## config.mk

```make
export PLATFORM = sky130hd
export DESIGN_NAME = clock_chain
export DESIGN_NICKNAME = d
export VERILOG_FILES = /design/src/rtl/clock_chain_pkg.sv /design/src/rtl/tick_prescaler.sv /design/src/rtl/bcd_pair_counter.sv /design/src/rtl/clock_chain.sv
export SDC_FILE = /design/constraint.sdc
export NUM_CORES = 1
export LEC_CHECK = 0
export BUFFER_PORTS_ARGS = -buffer_cell sky130_fd_sc_hd__buf_2
export CAP_MARGIN = 0
export CORE_UTILIZATION = 51
export CTS_BUF_LIST = sky130_fd_sc_hd__clkbuf_2 sky130_fd_sc_hd__clkbuf_4 sky130_fd_sc_hd__clkbuf_8
export CTS_CLUSTER_DIAMETER = 50
export CTS_CLUSTER_SIZE = 20
export DETAILED_ROUTE_END_ITERATION = 10
export PLACE_DENSITY = 0.77
export SYNTH_ARGS = -nofsm -noshare
export SYNTH_HDL_FRONTEND = slang
export SYNTH_SLANG_ARGS = --single-unit
```

## constraint.sdc

```tcl
create_clock -name clk -period 1.8 [get_ports clk]
set_clock_uncertainty 0.1 [all_clocks]
set_input_delay 0.36 -clock clk [delete_from_list [all_inputs] [get_ports clk]]
set_output_delay 0.36 -clock clk [all_outputs]
set_load 0.02 [all_outputs]
```

## src/rtl/clock_chain_pkg.sv

```systemverilog
package clock_chain_pkg;

    typedef enum logic {
        RUN = 1'b0,
        SET = 1'b1
    } ctl_state_t;

    typedef struct packed {
        logic [3:0] tens;
        logic [3:0] units;
    } bcd2_t;

endpackage

```

## src/rtl/tick_prescaler.sv

```systemverilog
module tick_prescaler #(
    parameter int DIV = 60
) (
    input  logic clk,
    input  logic rst,
    input  logic clr,
    input  logic tick,
    output logic pulse_o
);
    localparam int CW = (DIV > 1) ? $clog2(DIV) : 1;
    localparam logic [CW-1:0] LAST = CW'(DIV - 1);

    logic [CW-1:0] cnt_q;

    assign pulse_o = tick && (cnt_q == LAST);

    always_ff @(posedge clk) begin
        if (rst || clr) begin
            cnt_q <= '0;
        end else if (tick) begin
            if (cnt_q == LAST) begin
                cnt_q <= '0;
            end else begin
                cnt_q <= cnt_q + 1'b1;
            end
        end
    end
endmodule

```

## src/rtl/bcd_pair_counter.sv

```systemverilog
module bcd_pair_counter
    import clock_chain_pkg::*;
#(
    parameter int TERM_TENS  = 5,
    parameter int TERM_UNITS = 9
) (
    input  logic  clk,
    input  logic  rst,
    input  logic  clr,
    input  logic  inc,
    output bcd2_t val_o,
    output logic  wrap_o
);
    localparam logic [3:0] TT = 4'(TERM_TENS);
    localparam logic [3:0] TU = 4'(TERM_UNITS);

    bcd2_t val_q;
    logic  at_term;

    // terminal is judged on both digits at once
    assign at_term = (val_q.tens == TT) && (val_q.units == TU);
    assign wrap_o  = inc && at_term;
    assign val_o   = val_q;

    always_ff @(posedge clk) begin
        if (rst || clr) begin
            val_q <= '0;
        end else if (inc) begin
            if (at_term) begin
                val_q <= '0;
            end else if (val_q.units == 4'd9) begin
                val_q.units <= 4'd0;
                val_q.tens  <= val_q.tens + 4'd1;
            end else begin
                val_q.units <= val_q.units + 4'd1;
            end
        end
    end
endmodule

```

## src/rtl/clock_chain.sv

```systemverilog
module clock_chain
    import clock_chain_pkg::*;
#(
    parameter int TICKS_PER_SEC = 60,
    parameter bit TWELVE_HOUR   = 1'b0
) (
    input  logic       clk,
    input  logic       rst,
    input  logic       tick,
    input  logic       set_mode,
    input  logic       set_min,
    input  logic       set_hour,
    output logic [3:0] sec_tens,
    output logic [3:0] sec_units,
    output logic [3:0] min_tens,
    output logic [3:0] min_units,
    output logic [3:0] hr_tens,
    output logic [3:0] hr_units
);
    localparam int HR_TERM_T = TWELVE_HOUR ? 1 : 2;
    localparam int HR_TERM_U = TWELVE_HOUR ? 1 : 3;

    ctl_state_t state_q, state_d;
    logic  pre_tick, hold_clr, min_inc, hr_inc;
    logic  sec_step, sec_wrap, min_wrap, hr_wrap;
    bcd2_t sec_v, min_v, hr_v;

    // state register
    always_ff @(posedge clk) begin
        if (rst) begin
            state_q <= RUN;
        end else begin
            state_q <= state_d;
        end
    end

    // next state and per-state controls
    always_comb begin
        state_d  = state_q;
        pre_tick = 1'b0;
        hold_clr = 1'b0;
        min_inc  = 1'b0;
        hr_inc   = 1'b0;
        unique case (state_q)
            RUN: begin
                if (set_mode) state_d = SET;
                pre_tick = tick;
                min_inc  = sec_wrap;
                hr_inc   = min_wrap;
            end
            SET: begin
                if (!set_mode) state_d = RUN;
                hold_clr = 1'b1;
                min_inc  = set_min;
                hr_inc   = set_hour;
            end
            default: state_d = RUN;
        endcase
    end

    tick_prescaler #(.DIV(TICKS_PER_SEC)) u_pre (
        .clk(clk), .rst(rst), .clr(hold_clr), .tick(pre_tick), .pulse_o(sec_step)
    );

    bcd_pair_counter #(.TERM_TENS(5), .TERM_UNITS(9)) u_sec (
        .clk(clk), .rst(rst), .clr(hold_clr), .inc(sec_step),
        .val_o(sec_v), .wrap_o(sec_wrap)
    );

    bcd_pair_counter #(.TERM_TENS(5), .TERM_UNITS(9)) u_min (
        .clk(clk), .rst(rst), .clr(1'b0), .inc(min_inc),
        .val_o(min_v), .wrap_o(min_wrap)
    );

    generate
        if (TWELVE_HOUR) begin : g_h12
            bcd_pair_counter #(.TERM_TENS(HR_TERM_T), .TERM_UNITS(HR_TERM_U)) u_hr (
                .clk(clk), .rst(rst), .clr(1'b0), .inc(hr_inc),
                .val_o(hr_v), .wrap_o(hr_wrap)
            );
        end else begin : g_h24
            bcd_pair_counter #(.TERM_TENS(HR_TERM_T), .TERM_UNITS(HR_TERM_U)) u_hr (
                .clk(clk), .rst(rst), .clr(1'b0), .inc(hr_inc),
                .val_o(hr_v), .wrap_o(hr_wrap)
            );
        end
    endgenerate

    // hour wrap has no downstream stage
    logic unused_hr_wrap;
    assign unused_hr_wrap = hr_wrap;

    assign sec_tens  = sec_v.tens;
    assign sec_units = sec_v.units;
    assign min_tens  = min_v.tens;
    assign min_units = min_v.units;
    assign hr_tens   = hr_v.tens;
    assign hr_units  = hr_v.units;
endmodule

```

==> results.py, run 1 <==
metrics = {
    "outcome": {
        "status": "finished with violations",
        "violations": "setup timing",
    },
    "logic_synthesis": {
        "synth_edf_count": 0,
        "avgSynthCellArea_um2": 9.00,
        "ys_ff_latch": 31,
        "yosysWarnings": 0,
        "ys_seq_area_frac": 0.385,
        "netlist_instances": 179,
        "synth_area_um2": 1610,
        "syn_nets": 198,
        "yosys.area.top_type_share": 0.385,
        "ys.flop_type": "dfxtp_1",
        "synth_cell_types": 41,
        "synth_top_cell_by_area": "dfxtp_1",
        "synthArstFlopShare": 0,
        "synth_area_leaders": "dfxtp_1 (39%), ha_1 (10%), nor2_1 (5.4%)",
    },
    "timing": {
        "setup_ws_ps": -23.9,
        "timing.hold.ws_ps": 140,
        "maxSlewViolCount": 0,
        "worstMarginPinSlew_ps": 301,
        "tns_ps": -44.2,
        "fin_crit_sh": 1.01,
        "fmaxAchievable_ghz": 0.548,
        "max_slew_margin": 0.798,
        "final-setup-viol-count": 2,
        "hold_viol": 0,
        "fin_crit_ps": 1820,
        "rsz0062_at_grt": "yes",
    },
    "critical_path": {
        "cp.required_ps": 1970,
        "r2r_slack_ps": -20,
        "cp_max_fo": 6,
        "critPathLaunchType": "register",
        "arrival_ps": 1990,
        "critical_path_class": "reg -> reg",
        "end_kind": "register",
    },
    "clock_network": {
        "clock-sinks": 31,
        "cts.path.max_buffers": 2,
        "tritoncts": "yes",
        "clock-root-buffer": "clkbuf_4",
        "path_clk_slew_ps": 100,
        "clock_latency_ps": 330,
        "cts_made_buffers": 5,
        "htree_levels": 2,
    },
    "placed_design": {
        "dpl.hpwl_um": 2750,
        "io_buffers": 29,
        "gp_congestion": 0.822,
        "placed_cell_area_um2": 2050,
    },
    "route": {
        "ant_nets": 0,
        "drc": 0,
        "drtIter0Drc": 46,
        "vias": 1557,
        "routed_wl_um": 3750,
        "routed_via_density": 5.37,
        "wl_per_cell_um": 12.9,
        "dr.pass1.iters": 4,
    },
    "global_route": {
        "grt_first_pass_wirelength_um": 6020,
        "grt_overflow_total": 0,
        "grt_max_degree": 21,
        "grt_pass1_vias": 1451,
        "grt_use_total": 0.233,
        "antenna_found_initial": 0,
    },
    "power_and_ir_drop": {
        "max-vdd-ir-drop_mv": 0.428,
        "p_per_area_nw_per_um2": 562,
        "leakagePower_nw": 1.01,
        "totalPowerFinal_mw": 1.27,
    },
    "die": {
        "start_util": 0.532,
        "coreArea_um2": 3030,
        "ios": 30,
        "die_height_um": 58.2,
        "rows": 20,
        "dieArea_um2": 3390,
        "die_x_um": 58.2,
    },
    "finish": {
        "final_nets": 264,
        "final_cell_area_um2": 2250,
        "syn_to_final_growth_pct": 39.8,
        "num_antenna_cells": 0,
        "drive_gt1_frac": 0.463,
        "mostFrequentLayoutCell": "buf_4",
        "layout_common_cells": "buf_4 (33), buf_2 (29), nor2_1 (23)",
    },
    "flow_run": {
        "max_cap_viol_count": 0,
    },
    "worst_hold_path": {
        "min_path_type": "in -> reg",
    },
}
[metrics by stage]
| step | worst slack (ps) | utilization | cells |
|---|---|---|---|
| after floorplan | -89.7 | - | 179 |
| final | -23.9 | 0.743 | 290 |
| after global routing | -86.7 | 0.743 | 290 |
| after CTS | -0.446 | 0.715 | 287 |
| after global placement | -23.9 | 0.677 | 277 |
| after detailed placement | -63.3 | 0.677 | 277 |
[worst max-delay path: stages (launching register included)]
cell and delay (ps):
dfxtp_2 370, ha_4 130, and3b_2 190, buf_6 110, nand4_4 70, a21o_1 250
or3_2 430, a21oi_2 120
[sequential cells by signal, indices dropped and copies added (netlist names)]
| name | cells |
|---|---|
| state_q | 1 |
| u_pre.cnt_q | 6 |
| g_h24.u_hr.val_o | 8 |
| u_sec.val_o | 8 |
| u_min.val_o | 8 |
[power breakdown]
| group | switching, mW | internal (mW) |
|---|---|---|
| logic | 0.0460 | 0.0425 |
| clock network | 0.240 | 0.245 |
| registers | 0.00703 | 0.686 |
[per-layer routing]
layer / share of wire / GRT usage / wire length (µm) / vias to the layer above
li1: - / - / - / 764
met1: 0.45 / 0.265 / 1680 / 754
met2: 0.50 / 0.397 / 1870 / 28
met3: 0.027 / 0.0625 / 100 / 11
met4: 0.027 / 0.126 / 100 / 0
met5: 0 / 0 / 0 / -
[cell usage after synthesis, types with 3 or more instances]
master    instances
a21oi_1          15
a311oi_1          3
and3b_1           3
clkbuf_1          4
dfxtp_1          31
ha_1             13
inv_1             6
mux2i_1           3
nand2_1          11
nand3_1           7
nand3b_1          5
nand4_1           3
nor2_1           23
nor2b_1           3
nor3_1            5
o21ai_0           6
xnor2_1           3
xor2_1            4
[repair_timing]
item,in CTS,in global routing
buffers inserted,2,3
endpoints found under the setup margin,13,17
hold buffers,0,0
pin swaps,6,4
resized for setup,8,17
[final cells by class]
cell class	instances	area, µm²
Clock buffer	8	72.6
Fill cell	211	777
Inverter	6	25.0
Timing Repair Buffer	65	427
Tap cell	44	55.1
Sequential cell	31	644
Multi-Input combinational cell	136	1030
[path summary, 6_finish.rpt]
kind                          startpoint                          end  depth (start not counted)
max          u_pre.cnt_q[0]$_SDFFE_PP0N_  u_min.val_o[4]$_SDFFE_PP0P_                          7
min                             set_mode           state_q$_SDFF_PP0_                          2
max reg2reg  u_pre.cnt_q[0]$_SDFFE_PP0N_  u_min.val_o[4]$_SDFFE_PP0P_                          7
min reg2reg  u_pre.cnt_q[5]$_SDFFE_PP0N_  u_pre.cnt_q[5]$_SDFFE_PP0N_                          2
[kinds of logic (layout without fill, tap and decap cells)]
family          after synthesis  count (layout)  synth area share
compound gates               32              32             0.127
xor+xnor                      7               7            0.0381
fa+ha+maj                    13              13             0.101
buf+inv                      12              79            0.0373
flops                        31              31             0.385
mux                           5               5            0.0326
simple gates                 79              79             0.279
No activity file was read; power rests on OpenSTA's default activity.
==> inputs of run 2 (changes only) <==
--- a/config.mk
+++ b/config.mk
@@ -5,14 +5,15 @@
 export SDC_FILE = /design/constraint.sdc
 export NUM_CORES = 1
 export LEC_CHECK = 0
+export ABC_AREA = 1
 export BUFFER_PORTS_ARGS = -buffer_cell sky130_fd_sc_hd__buf_2
 export CAP_MARGIN = 0
-export CORE_UTILIZATION = 51
+export CORE_UTILIZATION = 52
 export CTS_BUF_LIST = sky130_fd_sc_hd__clkbuf_2 sky130_fd_sc_hd__clkbuf_4 sky130_fd_sc_hd__clkbuf_8
 export CTS_CLUSTER_DIAMETER = 50
 export CTS_CLUSTER_SIZE = 20
 export DETAILED_ROUTE_END_ITERATION = 10
-export PLACE_DENSITY = 0.77
+export PLACE_DENSITY = 0.78
 export SYNTH_ARGS = -nofsm -noshare
 export SYNTH_HDL_FRONTEND = slang
 export SYNTH_SLANG_ARGS = --single-unit
==> results.py, run 2 <==
metrics = {
    "clock_network": {
        "clock-root-buffer": "clkbuf_4",
        "htree_levels": 2,
        "clock_latency_ps": 330,
        "tritoncts": "yes",
        "clock-sinks": 31,
        "path_clk_slew_ps": 90,
        "cts_made_buffers": 5,
        "hold_buffers": 0,
        "cts.path.max_buffers": 2,
    },
    "timing": {
        "final-setup-viol-count": 0,
        "rsz0062_at_grt": "no",
        "tns_ps": 0,
        "worstMarginPinSlew_ps": 383,
        "maxSlewViolCount": 0,
        "hold_viol": 0,
        "max_slew_margin": 0.744,
        "fmaxAchievable_ghz": 0.609,
        "fin_crit_ps": 1640,
        "fin_crit_sh": 0.912,
    },
    "critical_path": {
        "cp.required_ps": 1930,
        "end_kind": "register",
        "critical_path_class": "reg -> reg",
        "cp_max_fo": 14,
        "critPathLaunchType": "register",
        "r2r_slack_ps": 160,
        "r2r-start": "u_sec.val_o[1]$_SDFFE_PP0P_",
        "rr_worst_depth": 9,
        "arrival_ps": 1770,
        "reg2reg_to": "g_h24.u_hr.val_o[1]$_SDFFE_PP0P_",
    },
    "flow_run": {
        "max_cap_viol_count": 0,
    },
    "route": {
        "routed_wl_um": 3530,
        "drc": 0,
        "vias": 1620,
        "ant_nets": 0,
        "highest_layer": "met4",
        "drtIter0Drc": 71,
        "dr.pass1.iters": 4,
        "routed_via_density": 5.13,
        "met1Wirelength_um": 1670,
        "wl_met2_um": 1670,
        "wl_per_cell_um": 11.2,
        "wl_met3_um": 135,
    },
    "logic_synthesis": {
        "avgSynthCellArea_um2": 7.50,
        "synth_common_cells": "nand2_1 (40), dfxtp_1 (31), inv_1 (27), nor2_1 (27), nand3_1 (25)",
        "yosysWarnings": 0,
        "ys_seq_area_frac": 0.357,
        "synth_area_um2": 1740,
        "synth_area_leaders": "dfxtp_1 (36%), ha_1 (9.3%), nand2_1 (8.6%)",
        "ys.flop_type": "dfxtp_1",
        "yosysMostFrequentCell": "nand2_1",
        "synth_top_cell_by_area": "dfxtp_1",
        "ys_ff_latch": 31,
        "netlist_instances": 232,
        "synth_cell_types": 31,
        "yosys.area.top_type_share": 0.357,
        "synth_edf_count": 0,
        "syn_nets": 251,
        "synthArstFlopShare": 0,
    },
    "placed_design": {
        "gp_congestion": 0.805,
        "placed_cell_area_um2": 1960,
        "io_buffers": 29,
        "dpl.hpwl_um": 2660,
    },
    "global_route": {
        "grt_pass1_vias": 1440,
        "antenna_found_initial": 0,
        "grt_max_degree": 15,
        "grt_use_total": 0.233,
        "grt_first_pass_wirelength_um": 6220,
        "grt_overflow_total": 0,
    },
    "die": {
        "rows": 20,
        "coreArea_um2": 3100,
        "die_x_um": 59.9,
        "dieArea_um2": 3580,
        "start_util": 0.561,
        "die_height_um": 59.9,
        "ios": 30,
    },
    "worst_hold_path": {
        "holdPathEnd": "state_q$_SDFF_PP0_",
        "min_from": "set_mode",
        "min_path_type": "in -> reg",
        "hold_depth": 3,
    },
    "finish": {
        "final_cell_area_um2": 2020,
        "layout_common_cells": "nand2_1 (40), dfxtp_1 (30), buf_2 (29)",
        "drive_gt1_frac": 0.224,
        "syn_to_final_growth_pct": 16.0,
        "final_nets": 290,
        "num_antenna_cells": 0,
        "seq_area_um2": 622,
        "multi_input_area_um2": 982,
        "fill_cells": 299,
        "mostFrequentLayoutCell": "nand2_1",
    },
    "power_and_ir_drop": {
        "max-vdd-ir-drop_mv": 0.399,
        "p_per_area_nw_per_um2": 592,
        "leakagePower_nw": 0.945,
    },
    "outcome": {
        "status": "completed",
    },
}
## run 2: changes by cell type in the layout (fill, tap and decap cells not counted), moves of 4 or more
cell | previous run | this run
nand3b_1 | 5 | 1
dfxtp_1 | 22 | 30
a21oi_1 | 11 | 17
nand2_1 | 11 | 40
buf_4 | 33 | 6
nor2_1 | 23 | 27
nand3_1 | 6 | 25
ha_1 | 9 | 13
dfxtp_4 | 5 | 0
nor3_1 | 5 | 9
inv_1 | 4 | 27
## run 2: cells by family (layout without fill, tap and decap cells)
family                   after synthesis  in the layout  synth area share
flip-flops                            31             31             0.357
XOR/XNOR                               5              5            0.0252
adder cells (fa/ha/maj)               13             13            0.0935
AO/OA/AOI/OAI                         27             27            0.0834
buffers and inverters                 33             73            0.0820
AND/OR/NAND/NOR                      123            123             0.359
## run 2: per-layer routing
metal	up-vias	GRT usage
met3	6	0.0649
li1	838	-
met4	0	0.0797
met5	-	0
met2	34	0.390
met1	742	0.285
## run 2: per-stage QoR
step | power, mW | cells | utilization | setup slack (ps) | hold slack [ps]
finish | 1.19 | 316 | 0.651 | 159 | 138
detailed placement | 0.798 | 308 | 0.630 | 105 | 357
global placement | 0.796 | 308 | 0.630 | 148 | 352
CTS | 1.21 | 316 | 0.649 | 69.7 | 124
floorplan | 0.772 | 232 | - | 91.0 | 322
global route | 1.26 | 316 | 0.651 | 8.34 | 114
## run 2: worst max-delay path by stage
stage                     slack, ps                                to                   startpoint  cells past startpoint
after floorplan                  90       u_min.val_o[1]$_SDFFE_PP0P_  u_sec.val_o[0]$_SDFFE_PP0P_                      9
after global placement          150       u_min.val_o[7]$_SDFFE_PP0P_  u_sec.val_o[0]$_SDFFE_PP0P_                      8
after detailed placement        110  g_h24.u_hr.val_o[1]$_SDFFE_PP0P_  u_sec.val_o[0]$_SDFFE_PP0P_                      8
after CTS                        70  g_h24.u_hr.val_o[1]$_SDFFE_PP0P_  u_sec.val_o[0]$_SDFFE_PP0P_                      8
after global routing              8  g_h24.u_hr.val_o[3]$_SDFFE_PP0P_  u_sec.val_o[1]$_SDFFE_PP0P_                      9
final                           160  g_h24.u_hr.val_o[1]$_SDFFE_PP0P_  u_sec.val_o[1]$_SDFFE_PP0P_                      9
## run 2: cell type report
class	count	share of cell area
clock buffers	7	0.0260
clock inverters	1	0.00248
inverters	30	0.0558
multi-input cells	168	0.486
flip-flops and latches	31	0.308
well taps	44	0.0273
repair buffers	35	0.0942
## run 2: power breakdown
group / internal [mW] / switching [mW]
sequential: 0.695 / 0.00846
combinational: 0.0272 / 0.0524
clock: 0.182 / 0.230
## run 2: worst max-delay path: stages (launching register included)
cell	delay, ps
dfxtp_1	340
inv_1	70
ha_1	130
nand3_1	150
nor2_4	210
nand3_4	100
nand2_4	140
nand2_1	120
nand2_1	120
nor2_1	50
## run 2: repair_timing
item	CTS	global route
endpoints found under the setup margin	0	9
resized for setup	0	2
buffers inserted	0	0
==> inputs of run 3 (changes only) <==
==> constraint.sdc (replaced) <==
create_clock -name clk -period 1.8 [get_ports clk]
set_clock_uncertainty 0.1 [all_clocks]
set_input_delay 0 -clock clk [delete_from_list [all_inputs] [get_ports clk]]
set_output_delay 0 -clock clk [all_outputs]
set_load 0.02 [all_outputs]
==> results.py, run 3 (synthesized netlist as in run 2, its figures left out) <==
metrics = {
    "outcome": {
        "status": "completed",
    },
    "route": {
        "ant_nets": 0,
        "wl_met3_um": 168,
        "routed_wl_um": 3550,
        "routed_via_density": 5.11,
        "drtIter0Drc": 136,
        "wl_met2_um": 1700,
        "dr.pass1.iters": 4,
        "vias": 1635,
        "wl_per_cell_um": 11.1,
        "met1Wirelength_um": 1660,
        "drc": 0,
        "highest_layer": "met4",
    },
    "timing": {
        "worstMarginPinSlew_ps": 330,
        "hold_viol": 0,
        "tns_ps": 0,
        "final-setup-viol-count": 0,
        "maxSlewViolCount": 0,
        "rsz0062_at_grt": "no",
        "fin_crit_ps": 1650,
        "max_slew_margin": 0.779,
        "fmaxAchievable_ghz": 0.606,
        "fin_crit_sh": 0.917,
    },
    "finish": {
        "drive_gt1_frac": 0.217,
        "mostFrequentLayoutCell": "nand2_1",
        "syn_to_final_growth_pct": 18.8,
        "num_antenna_cells": 0,
        "layout_common_cells": "nand2_1 (40), dfxtp_1 (30), buf_2 (29)",
        "final_nets": 295,
        "fill_cells": 286,
        "utilization": 0.667,
    },
    "die": {
        "rows": 20,
        "die_x_um": 59.9,
        "start_util": 0.561,
        "ios": 30,
        "dieArea_um2": 3580,
        "coreArea_um2": 3100,
        "die_height_um": 59.9,
    },
    "power_and_ir_drop": {
        "p_per_area_nw_per_um2": 586,
        "leakagePower_nw": 0.966,
        "totalPowerFinal_mw": 1.21,
        "max-vdd-ir-drop_mv": 0.391,
    },
    "clock_network": {
        "clock-sinks": 31,
        "tritoncts": "yes",
        "htree_levels": 2,
        "clock-root-buffer": "clkbuf_4",
        "cts.path.max_buffers": 2,
        "cts_made_buffers": 5,
        "path_clk_slew_ps": 100,
        "clock_latency_ps": 340,
    },
    "global_route": {
        "antenna_found_initial": 0,
        "grt_max_degree": 15,
        "grt_use_total": 0.231,
        "grt_first_pass_wirelength_um": 6270,
        "grt_overflow_total": 0,
        "grt_pass1_vias": 1490,
    },
    "critical_path": {
        "end_kind": "register",
        "rr_worst_depth": 9,
        "cp_max_fo": 14,
        "arrival_ps": 1790,
        "critPathLaunchType": "register",
        "slowest_delay_ps": 350,
        "critical_path_class": "reg -> reg",
        "cp_common_cell": "nand2_1",
        "cp.required_ps": 1940,
        "path_cells": "inv_1, ha_1, nand3_1, nor2_4, nand3_4, nand2_4, nand2_1, nand2_1, nor2_1",
        "critical_path.slowest_cell": "dfxtp_1",
    },
    "placed_design": {
        "dpl.hpwl_um": 2600,
        "gp_congestion": 0.811,
        "io_buffers": 29,
    },
    "worst_hold_path": {
        "hold_depth": 5,
        "min_path_type": "in -> reg",
    },
    "flow_run": {
        "max_cap_viol_count": 0,
    },
}
[run 3: cell count changes in the layout (fill, tap and decap cells not counted)]
cell and change:
clkbuf_4 -2, clkbuf_8 +1, dlygate4sd3_1 +5
[run 3: critical path, delay by kind of cell, from the launching register on]
kind / cells / cell delay (ps)
DFF: 1 / 350
buffers and inverters: 1 / 70
and+or+nand+nor: 7 / 890
adders and majority gates: 1 / 140
[run 3: final timing paths]
kind | start | endpoint | slack [ps]
max | u_sec.val_o[1]$_SDFFE_PP0P_ | g_h24.u_hr.val_o[1]$_SDFFE_PP0P_ | 150
min | set_hour | g_h24.u_hr.val_o[0]$_SDFFE_PP0P_ | 50
max reg2reg | u_sec.val_o[1]$_SDFFE_PP0P_ | g_h24.u_hr.val_o[1]$_SDFFE_PP0P_ | 150
min reg2reg | u_pre.cnt_q[5]$_SDFFE_PP0N_ | u_pre.cnt_q[5]$_SDFFE_PP0N_ | 370
[run 3: cell type report]
class / instances / area (µm²) / share of cell area
multi-input combinational: 168 / 982 / 0.475
sequential: 31 / 622 / 0.301
timing repair buffer: 40 / 240 / 0.116
inverter: 30 / 113 / 0.0544
tap: 44 / 55.1 / 0.0266
clock buffer: 6 / 51.3 / 0.0248
clock inverter: 1 / 5.00 / 0.00242
[run 3: per-stage QoR]
stage	instance area, µm²	worst slack, ps	hold WS [ps]	cells
floorplan	1740	91.0	-37.6	232
global placement	1950	138	126	307
detailed placement	1950	53.7	126	307
CTS	2050	22.2	50.0	319
global route	2070	5.20	64.8	320
finish	2070	149	51.1	320
[run 3: where the power goes]
part / switching (mW) / internal [mW]
Clock: 0.243 / 0.181
Combinational: 0.0527 / 0.0329
Sequential: 0.00851 / 0.695
[run 3: repair_timing]
| action | CTS | global route |
|---|---|---|
| hold buffers | 5 | 0 |
| gates resized for setup | 0 | 2 |
| setup endpoints to repair | 0 | 11 |
| setup buffers | 0 | 1 |
| hold endpoints to repair | 13 | 0 |
[run 3: per-layer routing]
layer	track usage	vias to the layer above
met5	0	-
met4	0.0532	0
met3	0.0758	4
met2	0.398	35
met1	0.276	754
li1	-	842
